--- src/rtl/audrx_pkg.sv ---
// Shared types and helpers for the audio serial receiver.
// Assumes word lengths never exceed 64 bits.
package audrx_pkg;

    typedef enum logic [1:0] {
        FMT_RJ   = 2'd0,
        FMT_I2S  = 2'd1,
        FMT_DSPA = 2'd2,
        FMT_DSPB = 2'd3
    } fmt_e;

    // Map a word-length code to a bit count.
    function automatic int unsigned wlen_bits(input logic [1:0] code);
        case (code)
            2'd0:    return 16;
            2'd1:    return 20;
            2'd2:    return 24;
            default: return 32;
        endcase
    endfunction

    // Build a mask with the low n bits set.
    function automatic logic [63:0] low_mask(input int unsigned n);
        logic [63:0] m;
        m = '0;
        for (int i = 0; i < 64; i++) begin
            if (i < n) m[i] = 1'b1;
        end
        return m;
    endfunction

endpackage

--- src/rtl/audrx_edge.sv ---
// Synchroniser and bit-clock edge detector.
// Brings bit clock, left/right clock and data into the system clock
// domain through SYNC flops each. It raises tick for one cycle per
// bit-clock rise. lr_s and d_s are the values aligned with that rise.
// Assumes each bit-clock phase lasts at least two system clocks.
module audrx_edge #(
    parameter int SYNC = 2
) (
    input  logic clk,
    input  logic rst_n,
    input  logic bclk_in,
    input  logic lrclk_in,
    input  logic data_in,
    output logic tick,
    output logic lr_s,
    output logic d_s
);
    localparam int TOP = SYNC;

    logic [TOP:0] bclk_sh;
    logic [TOP:0] lr_sh;
    logic [TOP:0] d_sh;

    // Shift all three inputs through matched synchroniser chains.
    always_ff @(posedge clk) begin
        if (!rst_n) begin
            bclk_sh <= '0;
            lr_sh   <= '0;
            d_sh    <= '0;
        end else begin
            bclk_sh <= {bclk_sh[TOP-1:0], bclk_in};
            lr_sh   <= {lr_sh[TOP-1:0], lrclk_in};
            d_sh    <= {d_sh[TOP-1:0], data_in};
        end
    end

    // Rising-edge enable and the samples that go with it.
    always_comb begin
        tick = bclk_sh[TOP-1] & ~bclk_sh[TOP];
        lr_s = lr_sh[TOP-1];
        d_s  = d_sh[TOP-1];
    end

endmodule

--- src/rtl/audrx_shift.sv ---
// Shift engine shared by all four alignments.
// On each bit-clock tick it takes one bit. It reports each finished
// word on close_* for one cycle (chan 0 = left, 1 = right).
// Right justified: a running shift register is cut at the level change.
// I2S and frame-pulse: a counter places bits MSB first from a start point.
// Surplus bits are dropped and missing bits stay zero.
// Assumes fmt and wlen are held steady while a stream is running.
module audrx_shift
    import audrx_pkg::*;
#(
    parameter int WMAX = 32
) (
    input  logic            clk,
    input  logic            rst_n,
    input  logic            tick,
    input  logic            lr,
    input  logic            d,
    input  fmt_e            fmt,
    input  logic [1:0]      wlen,
    output logic            close_stb,
    output logic            close_chan,
    output logic [WMAX-1:0] close_word
);
    localparam int CW = $clog2(WMAX + 1);

    logic [CW-1:0]   nbits;
    logic [CW-1:0]   cnt;
    logic [WMAX-1:0] nmask;
    logic [WMAX-1:0] sr;
    logic [WMAX-1:0] acc;
    logic [WMAX-1:0] ins_word;
    logic [WMAX-1:0] msb_word;
    logic            seen;
    logic            lr_prev;
    logic            chan;
    logic            active;
    logic            pend;
    logic            pend_chan;
    logic            lr_edge;
    logic            frame_rise;
    logic            last_bit;
    logic            is_dsp;

    // Decode word length, edges and the word with the current bit inserted.
    always_comb begin
        if (wlen_bits(wlen) > WMAX) nbits = CW'(WMAX);
        else                        nbits = CW'(wlen_bits(wlen));
        nmask      = WMAX'(low_mask(int'(nbits)));
        lr_edge    = seen && (lr != lr_prev);
        frame_rise = lr_edge && lr;
        last_bit   = (cnt == nbits - 1'b1);
        is_dsp     = (fmt == FMT_DSPA) || (fmt == FMT_DSPB);
        msb_word   = WMAX'(d) << (nbits - 1'b1);
        ins_word   = acc;
        if (cnt < nbits) ins_word = acc | (WMAX'(d) << (nbits - cnt - 1'b1));
    end

    // Per-tick bit capture and word framing for the selected format.
    always_ff @(posedge clk) begin
        if (!rst_n) begin
            close_stb  <= 1'b0;
            close_chan <= 1'b0;
            close_word <= '0;
            seen       <= 1'b0;
            lr_prev    <= 1'b0;
            sr         <= '0;
            acc        <= '0;
            cnt        <= '0;
            chan       <= 1'b0;
            active     <= 1'b0;
            pend       <= 1'b0;
            pend_chan  <= 1'b0;
        end else begin
            close_stb <= 1'b0;
            if (tick) begin
                seen    <= 1'b1;
                lr_prev <= lr;
                sr      <= {sr[WMAX-2:0], d};
                if (fmt == FMT_RJ) begin
                    if (lr_edge) begin
                        close_stb  <= 1'b1;
                        close_chan <= ~lr_prev;
                        close_word <= sr & nmask;
                    end
                end else if ((fmt == FMT_I2S && lr_edge) || (is_dsp && frame_rise)) begin
                    if (active) begin
                        close_stb  <= 1'b1;
                        close_chan <= chan;
                        close_word <= (fmt == FMT_I2S) ? ins_word : acc;
                    end
                    if (fmt == FMT_DSPB) begin
                        acc    <= msb_word;
                        cnt    <= CW'(1);
                        chan   <= 1'b0;
                        active <= 1'b1;
                        pend   <= 1'b0;
                    end else begin
                        active    <= 1'b0;
                        pend      <= 1'b1;
                        pend_chan <= (fmt == FMT_I2S) ? lr : 1'b0;
                    end
                end else if (pend) begin
                    acc    <= msb_word;
                    cnt    <= CW'(1);
                    chan   <= pend_chan;
                    active <= 1'b1;
                    pend   <= 1'b0;
                end else if (active) begin
                    if (last_bit) begin
                        close_stb  <= 1'b1;
                        close_chan <= chan;
                        close_word <= ins_word;
                        if (is_dsp && !chan) begin
                            chan <= 1'b1;
                            cnt  <= '0;
                            acc  <= '0;
                        end else begin
                            active <= 1'b0;
                        end
                    end else begin
                        acc <= ins_word;
                        cnt <= cnt + 1'b1;
                    end
                end
            end
        end
    end

endmodule

--- src/rtl/audrx_pair.sv ---
// Stereo pair assembler.
// Holds a finished left word until its right partner closes. Then it
// loads both outputs and strobes valid for one cycle. A right word
// with no left word held is dropped.
module audrx_pair #(
    parameter int WMAX = 32
) (
    input  logic            clk,
    input  logic            rst_n,
    input  logic            close_stb,
    input  logic            close_chan,
    input  logic [WMAX-1:0] close_word,
    output logic [WMAX-1:0] left_out,
    output logic [WMAX-1:0] right_out,
    output logic            valid_out
);
    logic [WMAX-1:0] left_hold;
    logic            have_left;

    // Pair words and present them together.
    always_ff @(posedge clk) begin
        if (!rst_n) begin
            left_hold <= '0;
            have_left <= 1'b0;
            left_out  <= '0;
            right_out <= '0;
            valid_out <= 1'b0;
        end else begin
            valid_out <= 1'b0;
            if (close_stb) begin
                if (!close_chan) begin
                    left_hold <= close_word;
                    have_left <= 1'b1;
                end else if (have_left) begin
                    left_out  <= left_hold;
                    right_out <= close_word;
                    valid_out <= 1'b1;
                    have_left <= 1'b0;
                end
            end
        end
    end

endmodule

--- src/rtl/audrx_serial_rx.sv ---
// Top level of the multi-format stereo audio serial receiver (slave).
// Chain: synchroniser/edge detect, shift engine, pair assembler.
// Assumes the system clock is at least four times the bit clock.
module audrx_serial_rx
    import audrx_pkg::*;
#(
    parameter int WMAX = 32,
    parameter int SYNC = 2
) (
    input  logic            clk,
    input  logic            rst_n,
    input  logic            bclk_in,
    input  logic            lrclk_in,
    input  logic            data_in,
    input  logic [1:0]      fmt_sel,
    input  logic [1:0]      wlen_sel,
    output logic [WMAX-1:0] left_out,
    output logic [WMAX-1:0] right_out,
    output logic            valid_out
);
    logic            edge_tick;
    logic            edge_lr;
    logic            edge_d;
    logic            close_stb;
    logic            close_chan;
    logic [WMAX-1:0] close_word;
    fmt_e            fmt;

    // Interpret the format select as the shared enum.
    always_comb fmt = fmt_e'(fmt_sel);

    audrx_edge #(.SYNC(SYNC)) u_edge (
        .clk      (clk),
        .rst_n    (rst_n),
        .bclk_in  (bclk_in),
        .lrclk_in (lrclk_in),
        .data_in  (data_in),
        .tick     (edge_tick),
        .lr_s     (edge_lr),
        .d_s      (edge_d)
    );

    audrx_shift #(.WMAX(WMAX)) u_shift (
        .clk        (clk),
        .rst_n      (rst_n),
        .tick       (edge_tick),
        .lr         (edge_lr),
        .d          (edge_d),
        .fmt        (fmt),
        .wlen       (wlen_sel),
        .close_stb  (close_stb),
        .close_chan (close_chan),
        .close_word (close_word)
    );

    audrx_pair #(.WMAX(WMAX)) u_pair (
        .clk        (clk),
        .rst_n      (rst_n),
        .close_stb  (close_stb),
        .close_chan (close_chan),
        .close_word (close_word),
        .left_out   (left_out),
        .right_out  (right_out),
        .valid_out  (valid_out)
    );

endmodule

--- config.mk ---
export PLATFORM = sky130hd
export DESIGN_NAME = audrx_serial_rx
export DESIGN_NICKNAME = d
export VERILOG_FILES = /design/src/rtl/audrx_pkg.sv /design/src/rtl/audrx_edge.sv /design/src/rtl/audrx_shift.sv /design/src/rtl/audrx_pair.sv /design/src/rtl/audrx_serial_rx.sv
export SDC_FILE = /design/constraint.sdc
export NUM_CORES = 1
export LEC_CHECK = 0
export BUFFER_PORTS_ARGS = -buffer_cell sky130_fd_sc_hd__clkbuf_2
export CAP_MARGIN = 20
export CELL_PAD_IN_SITES_DETAIL_PLACEMENT = 0
export CELL_PAD_IN_SITES_GLOBAL_PLACEMENT = 1
export CORE_ASPECT_RATIO = 0.75
export CORE_MARGIN = 10
export CORE_UTILIZATION = 40
export CTS_CLUSTER_DIAMETER = 50
export DETAILED_ROUTE_END_ITERATION = 16
export PLACE_DENSITY_LB_ADDON = 0.3
export SKIP_LAST_GASP = 1
export SLEW_MARGIN = 10
export SYNTH_ARGS = -nofsm -noshare
export SYNTH_HDL_FRONTEND = slang
export SYNTH_SLANG_ARGS = --single-unit
--- constraint.sdc ---
create_clock -name clk -period 2.3 [get_ports clk]
set_input_delay 0 -clock clk [delete_from_list [all_inputs] [get_ports clk]]
set_output_delay 0 -clock clk [all_outputs]
set_load 0.01 [all_outputs]
==> out/qor_table.md, run 1 <==
| Stage | Quantity | Value |
|:---|:---|:---|
| final layout | Core Util, Final | 0.526 |
| route | Final antenna-violating net count | 0 |
| worst setup path | Worst setup path category | reg -> reg |
| clock network | Clock latency of the later-clocked register in the worst-skew pair | 0.51 ns |
| timing | Post-Route Skew | 0.0104 ns |
| placement | Placement-stage worst setup slack | -0.444 ns |
| timing | Portion of the clock cycle consumed by the worst path in the final layout | 1.00 |
| clock network | Clock slew at reported path FFs | 0.06 ns |
| floorplanning | Die width | 191 µm |
| final layout | Final design instance area without fill | 11200 µm² |
| global route | Initial antenna violation count | 1 |
| timing | Relative slew slack | 0.532 |
| floorplanning | Placeable Area | 21400 µm² |
| route | Violation count after the first detailed-routing iteration | 565 |
| timing | Final number of max-transition violations | 0 |
| flow run | Max capacitance violation total | 0 |
| synth | Total standard cell area after synthesis | 8790 µm² |
| placement | Gp weighted congestion | 0.835 |
| timing | RSZ-0062 raised after global routing | yes |
| route | Initial DRT Pass Iterations | 5 |
| global route | Largest net degree at the start of global routing | 80 |
| synth | Part of the Yosys area used for sequential elements | 0.489 |
| global route | Wire length of the first global-routing pass | 39.4 mm |
| timing | Pin slew with the least headroom to its limit | 0.701 ns |
| route | Met1 Routed Length | 12.1 mm |
| timing | Min setup slack post-route | -0.00872 ns |
| worst setup path | Worst reg-to-reg path cell count | 9 |
| worst setup path | Arrival time reported for the critical path endpoint | 2.70 ns |
| worst setup path | Max FO, Critical Path | 16 |
| clock network | Total number of H-tree levels | 1 |
| worst hold path | Endpoint of the worst hold path | u_shift.pend_chan |
| placement | Total placed cells including tap cells | 1474 |
| timing | Hold slack final | 0.0563 ns |
| worst setup path | Worst r2r dst | u_shift.close_word[4] |
| final layout | Antenna fix cells | 0 |
| clock network | CTS Buf Count | 24 |
| synth | Mean area per synthesized cell | 7.96 µm² |
| placement | Port Buffers | 73 |
| floorplanning | Die Outline Area | 28400 µm² |
| floorplanning | Height of the chip | 148 µm |
| route | Routed wl met2 | 10.9 mm |
| timing | Max Clock Freq | 433 MHz |
| synth | Number of nets in the synthesized netlist | 1133 |
| timing | Post-layout min period | 2.31 ns |
| route | Met3 Wirelength | 1.15 mm |
| timing | Accumulated negative setup slack | -0.00872 ns |
| final layout | Fin cells | 1529 |
| clock network | Maximum root-to-sink buffer count | 3 |
| floorplanning | Starting density of the core | 0.412 |
| worst setup path | Critical Path RT | 2.69 ns |
| route | Vias | 7995 |
| timing | Final Setup Violations | 1 |
| worst hold path | Worst hold path class | in -> reg |
| final layout | Nets | 1251 |
| timing | Final Hold Violating Endpoints | 0 |
| worst hold path | Worst hold path depth | 6 |
| final layout | Fraction of final layout cells sized beyond drive strength 1 | 0.221 |
| route | Topmost layer with routed signal wires | met4 |
| route | Remaining design rule violation count | 0 |
| synth | EDFF count, synth | 0 |
| worst setup path | Critical Path Start Type | flop |
| pwr | Max VDD drop | 0.476 mV |
| status | Violated checks | setup timing |
| floorplanning | Number of I/O pins | 74 |
| worst setup path | Reg-to-Reg Start | u_shift.cnt[4] |
| route | Post-detailed-route via-to-cell ratio | 5.23 |
| global route | Total GRT Usage | 0.164 |
| final layout | Fill cell total of the finished layout | 2048 |
| clock network | Clock tree from TritonCTS | built |
| synth | Count of distinct cell types in the synthesized netlist | 50 |
| global route | Grt ovf | 0 |
| global route | Number of global-route vias before repair | 7516 |
| worst setup path | Worst-case register-to-register setup slack | -0.009 ns |
| clock network | Sink Count | 215 |
| clock network | CTS root buffer | sky130_fd_sc_hd__clkbuf_16 |
| worst setup path | Critical path endpoint category | flop |
| worst hold path | Worst min-delay path startpoint | fmt_sel[0] |
| placement | Half-perimeter wire length of the detailed placement result | 16.0 mm |
| final layout | Area Overhead vs Synth | 27.6% |
| synth | Yosys warning total | 0 |
| placement | Area after DPL | 9980 µm² |
| status | Result of the run | finished, violations left |
| route | Per-cell routed wire length | 16.0 µm |
| floorplanning | Standard-cell row count | 46 |
| synth | Post-Synthesis Cells | 1105 |
| pwr | Total power | 8.21 mW |
| pwr | Power per standard cell area | 732 nW/µm² |
| synth | Predominant post-synthesis flop cell | sky130_fd_sc_hd__dfxtp_1 |
| route | Total detailed-routing wirelength | 24.5 mm |
| synth | Flops & latches, synth | 215 |
| synth | Post-synth ARST share | 0 |
| pwr | Static leakage | 4.06 nW |
cells by family after synthesis:
family                   count (synthesis)  share of synthesized area
AO/OA/AOI/OAI                          281                      0.191
XOR/XNOR                                11                     0.0110
adder cells (fa/ha/maj)                 19                     0.0287
buffers and inverters                  103                     0.0482
flip-flops                             215                      0.489
multiplexers                             1                    0.00114
AND/OR/NAND/NOR                        475                      0.231
worst max-delay path by stage:
stage                     from                      to  cells after the start
2_1_floorplan  u_shift.lr_prev         u_shift.acc[20]                      9
3_3_place_gp       wlen_sel[0]  u_shift.close_word[15]                     12
3_5_place_dp       wlen_sel[0]  u_shift.close_word[15]                     12
4_1_cts         u_shift.cnt[3]   u_shift.close_word[4]                     10
5_1_grt         u_shift.cnt[4]  u_shift.close_word[25]                      9
6_report        u_shift.cnt[4]   u_shift.close_word[4]                      9
layout make-up:
cell class | count | area (µm²) | share of cell area
Inverter | 21 | 81.3 | 0.00725
Clock buffer | 30 | 694 | 0.0619
Multi-Input combinational cell | 788 | 4370 | 0.389
Sequential cell | 215 | 4320 | 0.384
Tap cell | 288 | 360 | 0.0321
Timing Repair Buffer | 173 | 1250 | 0.111
Clock inverter | 14 | 159 | 0.0142
layer usage:
layer / global-route usage / up-vias
met3: 0.0276 / 32
met1: 0.232 / 3819
met5: 0 / -
met4: 0.0331 / 0
met2: 0.257 / 150
li1: - / 3994
what timing repair did:
item | CTS | global route
cloned | 0 | 1
buffers inserted | 1 | 6
endpoints found under the hold margin | 19 | 0
resized for setup | 14 | 42
pin swaps | 13 | 36
endpoints found under the setup margin | 34 | 56
hold buffers | 4 | 0
report_power, final:
| group | internal [mW] | switching (mW) | total [mW] |
|---|---|---|---|
| combinational | 0.154 | 0.254 | 0.408 |
| sequential | 3.73 | 0.00521 | 3.73 |
| clock | 2.48 | 1.59 | 4.07 |
| total | 6.37 | 1.85 | 8.21 |
layout by cell type (no fill, tap or decap), types with 22 or more instances in the layout:
cell                        synthesis  routed
sky130_fd_sc_hd__o21ai_0           32      32
sky130_fd_sc_hd__nand2_1          317     316
sky130_fd_sc_hd__clkbuf_16          0      25
sky130_fd_sc_hd__o22ai_1           27      26
sky130_fd_sc_hd__a21oi_1          140     139
sky130_fd_sc_hd__nand3_1           23      22
sky130_fd_sc_hd__clkbuf_2           1      73
sky130_fd_sc_hd__dfxtp_1          215     210
sky130_fd_sc_hd__buf_4              2      82
sky130_fd_sc_hd__a31oi_1           37      37
sky130_fd_sc_hd__nor2_1            57      52
sky130_fd_sc_hd__nand2b_1          23      23
worst max-delay path, cell delays in order, from the launching register on:
cell,delay [ns]
sky130_fd_sc_hd__dfxtp_4,0.36
sky130_fd_sc_hd__buf_6,0.12
sky130_fd_sc_hd__ha_4,0.20
sky130_fd_sc_hd__and3b_2,0.22
sky130_fd_sc_hd__o31a_1,0.26
sky130_fd_sc_hd__o211ai_1,0.31
sky130_fd_sc_hd__nor2_2,0.10
sky130_fd_sc_hd__buf_12,0.17
sky130_fd_sc_hd__a311oi_2,0.31
sky130_fd_sc_hd__o22ai_1,0.13
cells in the mapped netlist (all sizes together), types with 18 or more instances:
library cell / instances / share of area
a21oi: 140 / 0.080
a311oi: 18 / 0.018
a31oi: 37 / 0.026
clkbuf: 69 / 0.030
dfxtp: 215 / 0.49
inv: 21 / 0.0090
nand2: 318 / 0.14
nand2b: 23 / 0.016
nand3: 23 / 0.013
nor2: 57 / 0.024
o21ai: 32 / 0.018
o22ai: 27 / 0.019
flip-flops by register name, indices dropped and copies added (netlist names), 2 cells and up:
register and flops:
u_pair.right_out 32, u_pair.left_out 32, u_edge.d_sh 2, u_shift.cnt 6, u_pair.left_hold 32, u_edge.bclk_sh 3
u_shift.close_word 32, u_edge.lr_sh 2, u_shift.acc 32, u_shift.sr 32
(Power assumes the default switching activity.)
==> inputs of run 2 (changes only) <==
--- a/config.mk
+++ b/config.mk
@@ -5,7 +5,7 @@
 export SDC_FILE = /design/constraint.sdc
 export NUM_CORES = 1
 export LEC_CHECK = 0
-export BUFFER_PORTS_ARGS = -buffer_cell sky130_fd_sc_hd__clkbuf_2
+export BUFFER_PORTS_ARGS = -buffer_cell sky130_fd_sc_hd__buf_2
 export CAP_MARGIN = 20
 export CELL_PAD_IN_SITES_DETAIL_PLACEMENT = 0
 export CELL_PAD_IN_SITES_GLOBAL_PLACEMENT = 1
==> run 2 against run 1 <==
  * The run now ends clean
  * Routed wire length rose by 4.9%
  * Die area did not move
  * Clock power up 2%
  * Sequential cell count is the same
  * Worst hold slack worse by 0.020 ns
  * Sequential share of layout area fell by 0.087 points
  * Non-clock buffer count down 4
  * Critical endpoint is now u_shift.close_word[7]
  * Largest power group unchanged
==> out/qor_table.md, run 2 (synthesized netlist as in run 1, its figures left out) <==
| Stage | Quantity | Value | Delta |
|:---|:---|:---|:---|
| status | Result of the run | completed |  |
| worst setup path | Worst reg-to-reg path cell count | 10 | +1 |
| floorplanning | Die width | 191 µm | unchanged |
| clock network | Clock tree from TritonCTS | built |  |
| final layout | Most common library cell in the layout ignoring fill and taps | sky130_fd_sc_hd__nand2_1 |  |
| timing | Pin slew with the least headroom to its limit | 0.803 ns | +0.102 ns |
| route | Total detailed-routing wirelength | 25.7 mm | +4.9% |
| global route | Wire length of the first global-routing pass | 40.7 mm | +3.2% |
| clock network | Maximum root-to-sink buffer count | 3 | unchanged |
| pwr | Part of the total power dissipated in the clock network | 0.502 | +0.006 |
| pwr | Sw power | 1.79 mW | -3.3% |
| final layout | Nets | 1247 | -0.32% |
| placement | Gp weighted congestion | 0.823 | -1.5% |
| worst setup path | Critical Path RT | 2.73 ns | +0.04 ns |
| worst hold path | Worst hold path class | in -> reg |  |
| flow run | Max capacitance violation total | 0 | unchanged |
| timing | Final Setup Violations | 0 | -1 |
| worst setup path | Critical Path Start Type | flop |  |
| global route | Largest net degree at the start of global routing | 74 | -7.5% |
| final layout | Antenna fix cells | 0 | unchanged |
| timing | Post-layout min period | 2.27 ns | -0.0410 ns |
| global route | Total GRT Usage | 0.171 | +0.00664 |
| pwr | Static leakage | 4.13 nW | +1.5% |
| timing | Portion of the clock cycle consumed by the worst path in the final layout | 0.986 | -0.0178 |
| timing | Max Clock Freq | 441 MHz | +1.8% |
| global route | Number of global-route vias before repair | 7562 | +0.61% |
| route | Violation count after the first detailed-routing iteration | 494 | -13% |
| floorplanning | Number of I/O pins | 74 | unchanged |
| worst setup path | Critical path endpoint category | flop |  |
| route | Per-cell routed wire length | 16.9 µm | +5.5% |
| pwr | Fraction of power consumed by combinational cells | 0.046 | -0.004 |
| route | Post-detailed-route via-to-cell ratio | 5.33 | +1.8% |
| placement | Area after DPL | 9930 µm² | -0.55% |
| floorplanning | Placeable Area | 21400 µm² | unchanged |
| timing | Final Hold Violating Endpoints | 0 | unchanged |
| clock network | CTS root buffer | sky130_fd_sc_hd__clkbuf_16 |  |
| route | Vias | 8094 | +1.2% |
| timing | Accumulated negative setup slack | 0 ns | +0.00872 ns |
| clock network | CTS Buf Count | 25 | +4.2% |
| timing | Post-Route Skew | 0.00611 ns | -0.00429 ns |
| timing | Hold slack final | 0.0365 ns | -0.0198 ns |
| clock network | Total number of H-tree levels | 1 | unchanged |
| final layout | Final design instance area without fill | 11200 µm² | +0.17% |
| route | Final antenna-violating net count | 0 | unchanged |
| floorplanning | Die Outline Area | 28400 µm² | unchanged |
| pwr | Internal power | 6.47 mW | +1.7% |
| final layout | Area Overhead vs Synth | 27.9% |  |
| timing | Relative slew slack | 0.465 | -0.0677 |
| final layout | Fraction of final layout cells sized beyond drive strength 1 | 0.209 | -0.0122 |
| placement | Port Buffers | 73 | unchanged |
| pwr | Power per standard cell area | 735 nW/µm² | +0.37% |
| pwr | Max VDD drop | 0.547 mV | +15% |
| pwr | Switching Share | 0.216 | -0.00863 |
| final layout | Top library cells by usage in the layout, fill and taps aside | sky130_fd_sc_hd__nand2_1, sky130_fd_sc_hd__dfxtp_1, sky130_fd_sc_hd__a21oi_1 |  |
| global route | Initial antenna violation count | 0 | -1 |
| timing | Final number of max-transition violations | 0 | unchanged |
| timing | RSZ-0062 raised after global routing | yes |  |
| final layout | Core Util, Final | 0.527 | +0.000879 |
| clock network | Sink Count | 215 | unchanged |
| route | Remaining design rule violation count | 0 | unchanged |
| worst setup path | Max FO, Critical Path | 7 | -9 |
| pwr | Power share of the sequential group | 0.452 | -0.002 |
| floorplanning | Standard-cell row count | 46 | unchanged |
| worst setup path | Worst setup path category | reg -> reg |  |
| clock network | Clock slew at reported path FFs | 0.06 ns | about the same |
| route | Initial DRT Pass Iterations | 5 | unchanged |
| placement | Half-perimeter wire length of the detailed placement result | 16.5 mm | +3.3% |
| worst hold path | Worst hold path depth | 3 | -3 |
| global route | Grt ovf | 0 | unchanged |
| clock network | Clock latency of the later-clocked register in the worst-skew pair | 0.51 ns | about the same |
| floorplanning | Height of the chip | 148 µm | unchanged |
| worst setup path | Arrival time reported for the critical path endpoint | 2.70 ns | about the same |
| floorplanning | Starting density of the core | 0.412 | unchanged |
## run 2: stage by stage
stage	std cells	power [mW]	setup WS, ns
global placement	1465	4.17	-0.0770
CTS	1508	8.34	0.000479
finish	1520	8.26	0.0323
global route	1520	8.54	-0.0422
floorplan	1105	4.02	0.0000380
detailed placement	1465	4.17	-0.159
## run 2: worst max-delay path, cell delays in order, from the launching register on
cell and delay (ns):
sky130_fd_sc_hd__dfxtp_4 0.36, sky130_fd_sc_hd__buf_6 0.12, sky130_fd_sc_hd__xor2_1 0.14, sky130_fd_sc_hd__nand4_1 0.18, sky130_fd_sc_hd__nand2b_4 0.20, sky130_fd_sc_hd__o41ai_4 0.44, sky130_fd_sc_hd__clkbuf_16 0.23, sky130_fd_sc_hd__buf_12 0.13
sky130_fd_sc_hd__buf_6 0.10, sky130_fd_sc_hd__nand3_1 0.08, sky130_fd_sc_hd__o22ai_1 0.20
## run 2: worst paths after layout
kind / start / to / slack, ns
max: u_shift.cnt[4] / u_shift.close_word[7] / 0.03
min: rst_n / u_shift.seen / 0.04
max reg2reg: u_shift.cnt[4] / u_shift.close_word[7] / 0.03
min reg2reg: u_edge.lr_sh[0] / u_edge.lr_sh[1] / 0.43
## run 2: power groups by stage
stage	sequential, mW	combinational [mW]	clock (mW)
after floorplan	3.82	0.204	0
after global placement	3.82	0.349	0
after detailed placement	3.82	0.348	0
after CTS	3.74	0.356	4.25
after global routing	3.73	0.418	4.39
final	3.73	0.381	4.14
## run 2: layout make-up
class                   count  area, µm²
multi-input cells         787       4350
clock buffers              31        668
clock inverters             9        180
repair buffers            169       1290
well taps                 288        360
inverters                  21       81.3
flip-flops and latches    215       4310
fillers                  2015      10100
## run 2: metal layers
| layer | GRT usage | wire, µm |
|---|---|---|
| met2 | 0.268 | 11400 |
| met4 | 0.0366 | 516 |
| met3 | 0.0283 | 1490 |
| met1 | 0.241 | 12300 |
| met5 | 0 | 0 |
## run 2: timing repair
item | CTS | global route
cloned | 0 | 3
hold buffers | 3 | 0
buffers inserted | 0 | 11
endpoints found under the setup margin | 33 | 45
endpoints found under the hold margin | 3 | 0
pin swaps | 3 | 40
gates resized for setup | 7 | 49
